--- src/rtl/pi_reg_pkg.sv ---
package pi_reg_pkg;

    // Common signed working width for the control arithmetic.
    localparam int CW = 16;
    typedef logic signed [CW-1:0] cw_t;

    // Terms handed from the error stage to the control law.
    typedef struct packed {
        cw_t prop;   // proportional contribution
        cw_t incr;   // integral increment for this sample
    } pi_terms_t;

    function automatic cw_t sat(cw_t v, cw_t lo, cw_t hi);
        if (v < lo) return lo;
        if (v > hi) return hi;
        return v;
    endfunction

endpackage

--- src/rtl/pi_err_stage.sv ---
module pi_err_stage
    import pi_reg_pkg::*;
#(
    parameter int ADC_W    = 10,
    parameter int SP_MIN   = 306,
    parameter int SP_MAX   = 816,
    parameter int KP_SHIFT = 1,
    parameter int KI_SHIFT = 3
) (
    input  logic [ADC_W-1:0] meas,
    input  logic [ADC_W-1:0] req,
    output pi_terms_t        terms
);
    localparam int PADW = CW - ADC_W;

    cw_t req_s, req_lim, meas_s, err;

    always_comb begin
        req_s   = $signed({{PADW{1'b0}}, req});
        meas_s  = $signed({{PADW{1'b0}}, meas});
        // request band limiter
        req_lim = sat(req_s, cw_t'(SP_MIN), cw_t'(SP_MAX));
        // difference stage
        err     = req_lim - meas_s;
        terms.prop = err >>> KP_SHIFT;
        // integral increment
        terms.incr = err >>> KI_SHIFT;
    end

endmodule

--- src/rtl/pi_law.sv ---
module pi_law
    import pi_reg_pkg::*;
#(
    parameter int PERIOD = 200,
    parameter int DW     = $clog2(PERIOD + 1)
) (
    input  logic            clk,
    input  logic            rst,
    input  logic            valid,
    input  pi_terms_t       terms,
    output logic [DW-1:0]   duty_q
);
    localparam cw_t LIM = cw_t'(PERIOD);

    cw_t           integ_q, integ_d, cand, u_try, u_fin;
    logic          wind;
    logic [DW-1:0] duty_d;

    always_comb begin
        // integrator limiter
        cand  = sat(integ_q + terms.incr, cw_t'(0), LIM);
        u_try = terms.prop + cand;
        // hold integrator when output saturates in the push direction
        wind  = ((u_try > LIM) && (terms.incr > 0)) ||
                ((u_try < 0)   && (terms.incr < 0));
        integ_d = wind ? integ_q : cand;
        u_fin   = terms.prop + integ_d;
        // output limiter
        duty_d  = DW'(sat(u_fin, cw_t'(0), LIM));
    end

    always_ff @(posedge clk) begin
        if (rst) begin
            integ_q <= '0;
            duty_q  <= '0;
        end else if (valid) begin
            integ_q <= integ_d;
            duty_q  <= duty_d;
        end
    end

    p_integ_range_r5: assert property (@(posedge clk) disable iff (rst)
        (integ_q >= 0) && (integ_q <= LIM));

    p_duty_range_r6: assert property (@(posedge clk) disable iff (rst)
        int'(duty_q) <= PERIOD);

    p_hold_no_sample_r8: assert property (@(posedge clk) disable iff (rst)
        !valid |=> ($stable(duty_q) && $stable(integ_q)));

    p_integ_direction_r4: assert property (@(posedge clk) disable iff (rst)
        (valid && (terms.incr > 0)) |=> (integ_q >= $past(integ_q)));

endmodule

--- src/rtl/pi_pwm.sv ---
module pi_pwm #(
    parameter int PERIOD = 200,
    parameter int DW     = $clog2(PERIOD + 1)
) (
    input  logic          clk,
    input  logic          rst,
    input  logic [DW-1:0] duty_in,
    output logic          pwm
);
    localparam logic [DW-1:0] LAST = DW'(PERIOD - 1);
    localparam logic [DW-1:0] FULL = DW'(PERIOD);

    logic [DW-1:0] cnt_q, live_q;

    always_ff @(posedge clk) begin
        if (rst) begin
            cnt_q  <= '0;
            live_q <= '0;
        end else if (cnt_q == LAST) begin
            cnt_q  <= '0;
            live_q <= duty_in;   // reload only at the wrap
        end else begin
            cnt_q  <= cnt_q + 1'b1;
        end
    end

    assign pwm = (cnt_q < live_q);

    p_cnt_range_r9: assert property (@(posedge clk) disable iff (rst)
        cnt_q <= LAST);

    p_reload_at_wrap_r9: assert property (@(posedge clk) disable iff (rst)
        (cnt_q != '0) |-> $stable(live_q));

    p_full_on_r10: assert property (@(posedge clk) disable iff (rst)
        (live_q == FULL) |-> pwm);

    p_full_off_r10: assert property (@(posedge clk) disable iff (rst)
        (live_q == '0) |-> !pwm);

endmodule

--- src/rtl/pi_current_reg.sv ---
module pi_current_reg
    import pi_reg_pkg::*;
#(
    parameter int ADC_W    = 10,
    parameter int PERIOD   = 200,
    parameter int SP_MIN   = 306,
    parameter int SP_MAX   = 816,
    parameter int KP_SHIFT = 1,
    parameter int KI_SHIFT = 3
) (
    input  logic                          clk,
    input  logic                          rst,
    input  logic                          meas_valid,
    input  logic [ADC_W-1:0]              meas_data,
    input  logic [ADC_W-1:0]              req_current,
    output logic [$clog2(PERIOD+1)-1:0]   duty_cmd,
    output logic                          pwm_out
);
    localparam int DW = $clog2(PERIOD + 1);

    pi_terms_t terms;

    pi_err_stage #(
        .ADC_W(ADC_W), .SP_MIN(SP_MIN), .SP_MAX(SP_MAX),
        .KP_SHIFT(KP_SHIFT), .KI_SHIFT(KI_SHIFT)
    ) u_err (
        .meas (meas_data),
        .req  (req_current),
        .terms(terms)
    );

    pi_law #(.PERIOD(PERIOD), .DW(DW)) u_law (
        .clk   (clk),
        .rst   (rst),
        .valid (meas_valid),
        .terms (terms),
        .duty_q(duty_cmd)
    );

    pi_pwm #(.PERIOD(PERIOD), .DW(DW)) u_pwm (
        .clk    (clk),
        .rst    (rst),
        .duty_in(duty_cmd),
        .pwm    (pwm_out)
    );

    p_reset_state_r1: assert property (@(posedge clk)
        $past(rst) |-> (duty_cmd == '0));

endmodule

--- config.mk ---
export PLATFORM = sky130hd
export DESIGN_NAME = pi_current_reg
export DESIGN_NICKNAME = d
export VERILOG_FILES = /design/src/rtl/pi_reg_pkg.sv /design/src/rtl/pi_err_stage.sv /design/src/rtl/pi_law.sv /design/src/rtl/pi_pwm.sv /design/src/rtl/pi_current_reg.sv
export SDC_FILE = /design/constraint.sdc
export NUM_CORES = 1
export LEC_CHECK = 0
export ABC_CLOCK_PERIOD_IN_PS = 25200
export BUFFER_PORTS_ARGS = -buffer_cell sky130_fd_sc_hd__buf_2
export CAP_MARGIN = 10
export CORE_MARGIN = 2
export CORE_UTILIZATION = 55
export CTS_CLUSTER_DIAMETER = 30
export DETAILED_ROUTE_END_ITERATION = 12
export PLACE_DENSITY_LB_ADDON = 0.08
export SLEW_MARGIN = 15
export SYNTH_ARGS = -nofsm -noshare
export SYNTH_HDL_FRONTEND = slang
export SYNTH_SLANG_ARGS = --single-unit
--- constraint.sdc ---
create_clock -name clk -period 25.2 [get_ports clk]
set_clock_uncertainty 0.05 [all_clocks]
set_input_delay 5.04 -clock clk [delete_from_list [all_inputs] [get_ports clk]]
set_output_delay 5.04 -clock clk [all_outputs]
set_load 0.03 [all_outputs]
; After elaboration in Yosys (flattened, before gate mapping)
; Cells that the tools add are included.
[word_totals]
inputBits = 23
ff_bits = 40
wordCells = 47
output_inout_bits = 9
[op_classes]
mux = 22
n_reduce_logical = 4
eq_ne = 1
n_addsub = 5
n_lt_le_gt_ge = 11
[ops]
columns = op, count
row1 = 16-bit two-way mux, 9
row2 = 16-bit by 9-bit > comparator with 1-bit output (second input constant), 3
row3 = 16-bit by 1-bit less-than comparator with 1-bit output (second input constant), 3
row4 = 15-bit by 16-bit adder with 16-bit output, 2
row5 = 8-bit two-way mux, 4
row6 = 16-bit by 13-bit adder with 16-bit output, 1
row7 = 16-bit by 11-bit subtractor with 16-bit output, 1
row8 = 13-bit by 1-bit > comparator with 1-bit output (second input constant), 1
row9 = 13-bit by 1-bit less-than comparator with 1-bit output (second input constant), 1
row10 = 10-bit > comparator (second input constant), 1
row11 = 10-bit by 9-bit less-than comparator with 1-bit output (second input constant), 1
row12 = 1-bit two-way mux, 9
row13 = 8-bit by 1-bit adder with 8-bit output (second input constant), 1
row14 = 8-bit == test (second input constant), 1
row15 = 8-bit less-than comparator, 1
row16 = 1-bit logical AND, 2
row17 = 2-bit OR reduction, 1
row18 = 1-bit logical OR, 1

; Logic depth before layout (Yosys ltp)
; Gate-level depths: netlist (run 1).
[depth]
word_depth = 23
ltp_mapped = 60
mapped_depth_nobuf = 56

; Hierarchy
; A second synthesis (run 1) with hierarchy kept.
[unflattened]
hier_cells = 640
hier_area_um2 = 5106.1
[by_module_without_submodules]
columns = module, instances, seq_area_each_um2, area_each_um2, cells_each
row1 = pi_law, 1, 480.5, 3458.3, 430
row2 = pi_err_stage, 1, 0.0, 845.8, 117
row3 = pi_pwm, 1, 320.3, 802.0, 93

; Least setup slack after synthesis (run 1)
; Ideal clock, no wire load.
[synth_timing]
path_type = input -> register
from = input req_current[4]
to = register u_law.duty_q[3]
slack_ns = 9.853
stages = 56
setup_time_ns = 0.122
required_time_ns = 25.028
arrival_ns = 15.175
path_buffers = 4
path_cell_list = a211o_1 nand3_1 nor2_1 a21oi_1 nor2b_1 ha_1 nand3_1 a2111oi_2 o311a_1 o21ai_0 xnor2_1 ha_1 a21oi_1 o21ai_0 nand2_1 a21oi_1 o21a_1 nor2_1 [... 20 more ...] buf_6 clkbuf_1 o31ai_2 ha_1 inv_1 fa_1 nor2b_1 o31a_1 o31ai_1 a21oi_1 nor2_1 o21ai_0 xnor2_1 nor4b_1 a22o_1 o311a_1 a21boi_2 a221o_1
[synth_via]
elab_chain_cells = 23
elab_cells_between_ends = 36
cone_classes = 4 x add/sub / 10 x order compare / 19 x mux / 3 x reduce/logical
[synth_lines]
columns = element, line_no
row1 = start: declaration, pi_current_reg.sv:15  ; input logic [ADC_W-1:0] req_current,
row2 = 10-bit > comparator, pi_reg_pkg.sv:15  ; if (v > hi) return hi;
row3 = 1-bit two-way mux (2 in a row), pi_reg_pkg.sv:15
row4 = 16-bit two-way mux, pi_reg_pkg.sv:16  ; return v;
row5 = 16-bit two-way mux (*), pi_reg_pkg.sv:15
row6 = 16-bit by 11-bit subtractor with 16-bit output (*), pi_err_stage.sv:24  ; err = req_lim - meas_s;
row7 = 16-bit by 13-bit adder with 16-bit output, pi_law.sv:21  ; cand = sat(integ_q + terms.incr, cw_t'(0), LIM);
row8 = 16-bit by 9-bit > comparator with 1-bit output, pi_reg_pkg.sv:15
row9 = 1-bit two-way mux (2 in a row), pi_reg_pkg.sv:15
row10 = [... 5 more ...], -
row11 = 1-bit logical OR, pi_law.sv:24  ; wind = ((u_try > LIM) && (terms.incr > 0)) ||
row12 = 16-bit two-way mux (*), pi_law.sv:26  ; integ_d = wind ? integ_q : cand;
row13 = named net u_law.integ_d[0], pi_law.sv:15  ; cw_t integ_q, integ_d, cand, u_try, u_fin;
row14 = 15-bit by 16-bit adder with 16-bit output (*), pi_law.sv:27  ; u_fin = terms.prop + integ_d;
row15 = 16-bit by 9-bit > comparator with 1-bit output, pi_reg_pkg.sv:15
row16 = 1-bit two-way mux (2 in a row), pi_reg_pkg.sv:15
row17 = 8-bit two-way mux, pi_reg_pkg.sv:16
row18 = 8-bit two-way mux (*), pi_reg_pkg.sv:15
row19 = end signal: assignment, pi_law.sv:38  ; duty_q <= duty_d;
row20 = end: declaration, pi_law.sv:11  ; output logic [DW-1:0] duty_q
; The timed path passes the listed nets; every way through them passes the cells marked *. The select of a mux whose other input is x is not followed.
; A chain may end at the register's enable or synchronous reset.

; Final worst setup path (run 1)
[layout_timing]
from = input req_current[4]
to = register u_law.duty_q[6]
; Same word-level chain as after synthesis.

==> reports/qor.yml, run 1 <==
r2r_setup_slack_ns: 15.10
dp_cells: 793
max_slew_margin_pct: 37.4
hpwl_um: 10300
nets: 778
grt_overflow: 0
synthCells: 655
drv_cap: 0
gp_congestion: 0.915
holdCritStartpoint: "u_pwm.cnt_q[0]$_SDFF_PP0_"
portBuffers: 31
htreeDepth: 2
synth-compound-area-share_pct: 29.9
start_kind: "primary input"
reg2reg_from: "u_law.integ_q[0]$_SDFFE_PP0P_"
final_cells: 801
grt_usage_pct: 26.1
cpMostUsedCell: "a21oi_1"
p_per_area_nw_per_um2: 53.8
core_area_um2: 9110
cp.required_ns: 25.34
period_needed_ns: 17.15
ant_nets: 0
arrival_ns: 17.29
final-hold-violation-count: 0
cts.clk_slew.worst_paths_ns: 0.09
yosysSeqAreaShare_pct: 15.8
cts-buffers-inserted: 5
drive_above_1_share_pct: 12.5
die_x_um: 100
routed_via_density: 6.13
crit_start: "req_current[4]"
synthAdderAreaFrac_pct: 17.1
drv_slew: 0
clock-root-buffer: "clkbuf_8"
rows: 35
worstSetupPathType: "primary input to register"
cpLargestDelayFamily: "compound AO/OA/AOI/OAI gates"
yosys.area_share.simple_pct: 22.8
rsz0062_at_grt: "false"
netlist_area_um2: 5080
grt_start_max_net_pins: 29
drc: 0
critPathSlowestCell: "or2_1"
leakage_uw: 0.00233
multi_input_area_um2: 4050
cts_resized: 0
endpoint_kind: "register"
path_buf_inv: 2
synth_flop_cell: "dfxtp_1"
route.vias.total: 4910
synth-seq-cells: 40
die_h_um: 100
max_freq_ghz: 0.0583
totalWireLength_um: 12600
vdd_drop_max_uv: 24.1
muxShareOfSynthArea_pct: 2.61
cts_tree: "built"
die_area_um2: 10000
synth_edf_count: 0
ys_warn_count: 0
path_max_fanout: 28
clockBufferDepth: 2
fin_ws_ns: 8.05
setup_violations: 0
synthXorXnorAreaFrac_pct: 6.70
clock_latency_ns: 0.29
place_ws_ns: 7.84
drt_iter0_markers: 299
tightestPinTransition_ns: 0.940
synth_top_family_by_area: "compound AO/OA/AOI/OAI gates"
post-cts-setup-buffers: 0
grt_pass1_vias: 4679
wl_per_cell_um: 15.8
fillers: 858
synth.distinct_cells: 84
hold_class: "register to register"
cts_sinks: 40
antenna_found_initial: 0
holdBufCountCts: 0
pin_count: 32
outcome: "complete, no violations"
start_util_pct: 55.7
cpPeakStageDelay_ns: 0.77
area_delta_synth_final_pct: 7.86
syn_avg_cell_area_um2: 7.75
hold_slack_ns: 0.419
antenna_cells: 0
setup_tns_ns: 0
seqCellArea_um2: 801
grt_pass1_wl_um: 21500
ys_async_sr_fraction_pct: 0
power.total_uw: 295
drtPass1Iterations: 5
finalCritPeriodShare_pct: 68.1
==> cell usage after synthesis, drive strengths merged (3+ instances only) <==
library cell  instances  area share (%)
nor3                 18             1.9
o221ai                3            0.52
o31ai                11             2.2
or3                   6            0.74
and3                  5            0.62
o2111ai               4            0.81
o21bai                8             1.2
and2                 16             2.0
nor2b                10             1.2
o21ai                39             3.8
fa                    4             1.6
nand2b               14             1.7
buf                   4            0.81
a31oi                 5            0.62
mux2i                11             2.2
a21oi                51             5.5
or4                   3            0.59
or2                   9             1.1
a311oi                3            0.52
a21o                 12             2.1
o211ai                3            0.44
inv                  46             3.4
nor2                 60             4.4
a221o                 6             1.2
o21a                 15             2.2
nand2                52             4.0
xnor2                28             5.0
dfxtp                40              16
o32ai                 3            0.52
clkbuf               10            0.74
ha                   62              15
nand4                 3            0.67
nand3                20             2.0
xor2                 10             1.7
o41ai                 5             1.2
a211o                 3            0.52
o22ai                 4            0.49
a211oi                7             1.2
a21boi                3            0.52
==> stage by stage <==
stage	area, um^2	utilization [%]
after floorplan	5090	-
after global placement	5350	58.8
after detailed placement	5350	58.8
after CTS	5480	60.1
after global routing	5480	60.1
final	5480	60.1
==> worst paths after layout <==
path                                  end  depth (start not counted)
max reg2reg  u_law.duty_q[6]$_SDFFE_PP0P_                         44
min reg2reg     u_pwm.cnt_q[0]$_SDFF_PP0_                          1
min             u_pwm.cnt_q[0]$_SDFF_PP0_                          1
max          u_law.duty_q[6]$_SDFFE_PP0P_                         54
==> cells by family (layout without fill, tap and decap cells) <==
| group | Yosys count | in the layout |
|---|---|---|
| AOI/OAI and AO/OA | 208 | 208 |
| xor gates and xnor gates | 38 | 38 |
| adders and majority gates | 67 | 67 |
| buffers and inverters | 60 | 90 |
| DFF | 40 | 40 |
| muxes | 13 | 13 |
| other | 1 | 6 |
| and+or+nand+nor | 228 | 228 |
==> report_power, final <==
| part | internal (uW) | switching [uW] |
|---|---|---|
| combinational | 66.9 | 104 |
| sequential | 65.0 | 1.83 |
| clock | 32.4 | 24.8 |
==> flip-flops by register name, indices dropped and copies added (netlist names) <==
name           flops
u_pwm.cnt_q        8
u_law.duty_q       8
u_pwm.live_q       8
u_law.integ_q     16
==> cell type report <==
class | instances | share of cell area (%)
Multi-Input combinational cell | 560 | 73.9
Sequential cell | 40 | 14.6
Timing Repair Buffer | 36 | 3.52
Inverter | 46 | 3.15
Tap cell | 111 | 2.54
Clock buffer | 6 | 1.51
Clock inverter | 2 | 0.708
==> worst reg2reg max path, delay by kind of cell, from the launching register on <==
kind / cells / cell delay, ns
AOI/OAI and AO/OA: 22 / 4.26
buffers and inverters: 2 / 0.11
xor gates and xnor gates: 1 / 0.10
adders and majority gates: 7 / 1.92
and+or+nand+nor: 12 / 3.20
DFF: 1 / 0.38
==> layer usage <==
metal	vias to the layer above	part of all wire [%]	wire, um	track usage (%)
li1	2471	-	-	-
met1	2294	49	6130	35.7
met2	128	45	5700	43.3
met3	17	4.2	529	2.51
met4	0	2.1	259	8.32
met5	-	0	0	0
==> cell usage in the layout, fill, tap and decap left out, types with 8 or more instances in the layout <==
cell / n
ha_1: 62
and2_1: 16
nor2_1: 60
o21a_1: 15
dfxtp_1: 40
mux2i_1: 11
nand2b_1: 14
nand3_1: 20
buf_2: 31
xnor2_1: 27
a21oi_1: 46
a21o_1: 10
nor2b_1: 10
o21ai_0: 35
xor2_1: 10
nand2_1: 51
o21bai_1: 8
nor3_1: 17
inv_1: 45
Power figures use the tool's default switching activity.
==> run 2, diff against run 1 <==
--- a/config.mk
+++ b/config.mk
@@ -5,7 +5,7 @@
 export SDC_FILE = /design/constraint.sdc
 export NUM_CORES = 1
 export LEC_CHECK = 0
-export ABC_CLOCK_PERIOD_IN_PS = 25200
+export ABC_CLOCK_PERIOD_IN_PS = 15200
 export BUFFER_PORTS_ARGS = -buffer_cell sky130_fd_sc_hd__buf_2
 export CAP_MARGIN = 10
 export CORE_MARGIN = 2
==> constraint.sdc (replaced) <==
create_clock -name clk -period 15.2 [get_ports clk]
set_clock_uncertainty 0.05 [all_clocks]
set_input_delay 3.04 -clock clk [delete_from_list [all_inputs] [get_ports clk]]
set_output_delay 3.04 -clock clk [all_outputs]
set_load 0.03 [all_outputs]
==> reports/qor.yml, run 2 (synthesis results as in run 1) <==
drv_cap: 0  # unchanged
grt_usage_pct: 26.1  # +0.029 points
cts_resized: 0  # unchanged
power.total_uw: 492  # +67%
place_ws_ns: 0.240  # -7.60 ns
cpMostUsedCell: "a21oi_1"
cts-buffers-inserted: 5  # unchanged
pin_count: 32  # unchanged
area_delta_synth_final_pct: 8.92
clock-root-buffer: "clkbuf_8"
drv_slew: 0  # unchanged
endpoint_kind: "register"
antenna_cells: 0  # unchanged
finalCritPeriodShare_pct: 94.2
setup_violations: 0  # unchanged
hold_class: "register to register"
p_per_area_nw_per_um2: 88.9  # +65%
cts.clk_slew.worst_paths_ns: 0.09  # about the same
nets: 782  # +0.51%
drt_iter0_markers: 289  # -3.3%
tightestPinTransition_ns: 0.670  # -0.269 ns
layout_commonest_cell: "ha_1"
route.vias.total: 4862  # -0.98%
grt_start_max_net_pins: 19  # -34%
portBuffers: 31  # unchanged
vdd_drop_max_uv: 46.9  # +95%
clock_latency_ns: 0.30  # about the same
die_x_um: 100  # unchanged
worstSetupPathType: "primary input to register"
leakage_uw: 0.00235  # +0.89%
largest_register: "u_law.integ_q"
max_freq_ghz: 0.0699
start_kind: "primary input"
drc: 0  # unchanged
final-hold-violation-count: 0  # unchanged
ant_nets: 0  # unchanged
die_h_um: 100  # unchanged
r2r_setup_slack_ns: 5.71  # -9.39 ns
cts_tree: "built"
arrival_ns: 14.45  # -2.84 ns
rows: 35  # unchanged
drive_above_1_share_pct: 13.7  # +1.2 points
fin_ws_ns: 0.888  # -7.16 ns
antenna_found_initial: 0  # unchanged
grt_pass1_wl_um: 21800  # +1.3%
routed_via_density: 6.04  # -1.5%
cts_sinks: 40  # unchanged
drtPass1Iterations: 6  # +1
totalWireLength_um: 12600  # -0.29%
path_max_fanout: 18  # -36%
fin_area_um2: 5530  # +0.98%
max_slew_margin_pct: 55.0  # +18 points
grt_overflow: 0  # unchanged
cp.required_ns: 15.34  # -10.00 ns
htreeDepth: 2  # unchanged
grt_pass1_vias: 4713  # +0.73%
holdBufCountCts: 0  # unchanged
post-cts-setup-buffers: 0  # unchanged
hold_slack_ns: 0.415  # -0.00375 ns
clockBufferDepth: 2  # unchanged
period_needed_ns: 14.31
die_area_um2: 10000  # unchanged
hpwl_um: 10300  # about the same
start_util_pct: 55.7  # unchanged
largest_reg_flops: 16  # unchanged
core_area_um2: 9110  # unchanged
critPathSlowestCell: "or4_4"
wl_per_cell_um: 15.6  # -0.79%
outcome: "complete, no violations"
cpPeakStageDelay_ns: 0.47  # -0.30 ns
most-common-layout-cells: "62 x ha_1, 60 x nor2_1, 51 x nand2_1, 45 x inv_1, 44 x a21oi_1"
placed_area_um2: 5380  # +0.56%
gp_congestion: 0.881  # -3.6%
[run 2: critical path: cells and delay by family]
kind / cells / cell delay [ns]
buffers and inverters: 3 / 0.52
adder cells (fa/ha/maj): 5 / 1.64
XOR/XNOR: 3 / 0.77
AO/OA/AOI/OAI: 28 / 5.49
AND/OR/NAND/NOR: 13 / 2.97
[run 2: final timing paths]
| check | from | to | cells after the start |
|---|---|---|---|
| worst min-delay path | u_pwm.cnt_q[0]$_SDFF_PP0_ | u_pwm.cnt_q[0]$_SDFF_PP0_ | 1 |
| worst max register to register | u_law.integ_q[1]$_SDFFE_PP0P_ | u_law.duty_q[6]$_SDFFE_PP0P_ | 40 |
| worst max-delay path | req_current[7] | u_law.duty_q[6]$_SDFFE_PP0P_ | 52 |
| worst min register to register | u_pwm.cnt_q[0]$_SDFF_PP0_ | u_pwm.cnt_q[0]$_SDFF_PP0_ | 1 |
[run 2: through the flow]
step	cells	utilization (%)	setup TNS, ns
global route	805	60.7	-0.0205
floorplan	660	-	0
finish	805	60.7	0
detailed placement	797	59.1	0
global placement	797	59.1	0
CTS	805	60.4	0
[run 2: power breakdown]
part / leakage, uW / total (uW) / internal (uW) / switching, uW
registers: 0.000324 / 111 / 108 / 3.07
logic: 0.00197 / 290 / 116 / 174
clock network: 0.0000548 / 90.9 / 49.5 / 41.4
total: 0.00235 / 492 / 273 / 219
[run 2: layout make-up]
type | instances | area (um^2)
fillers | 843 | 3580
repair buffers | 40 | 223
well taps | 111 | 139
clock buffers | 5 | 68.8
clock inverters | 3 | 46.3
multi-input cells | 560 | 4080
flip-flops and latches | 40 | 801
inverters | 46 | 173
[run 2: metal layers]
metal	track usage (%)	vias up	share of wire, %
li1	-	2483	-
met2	44.3	136	46
met1	36.3	2227	48
met5	0	-	0
met4	5.37	0	1.6
met3	2.30	16	5.0
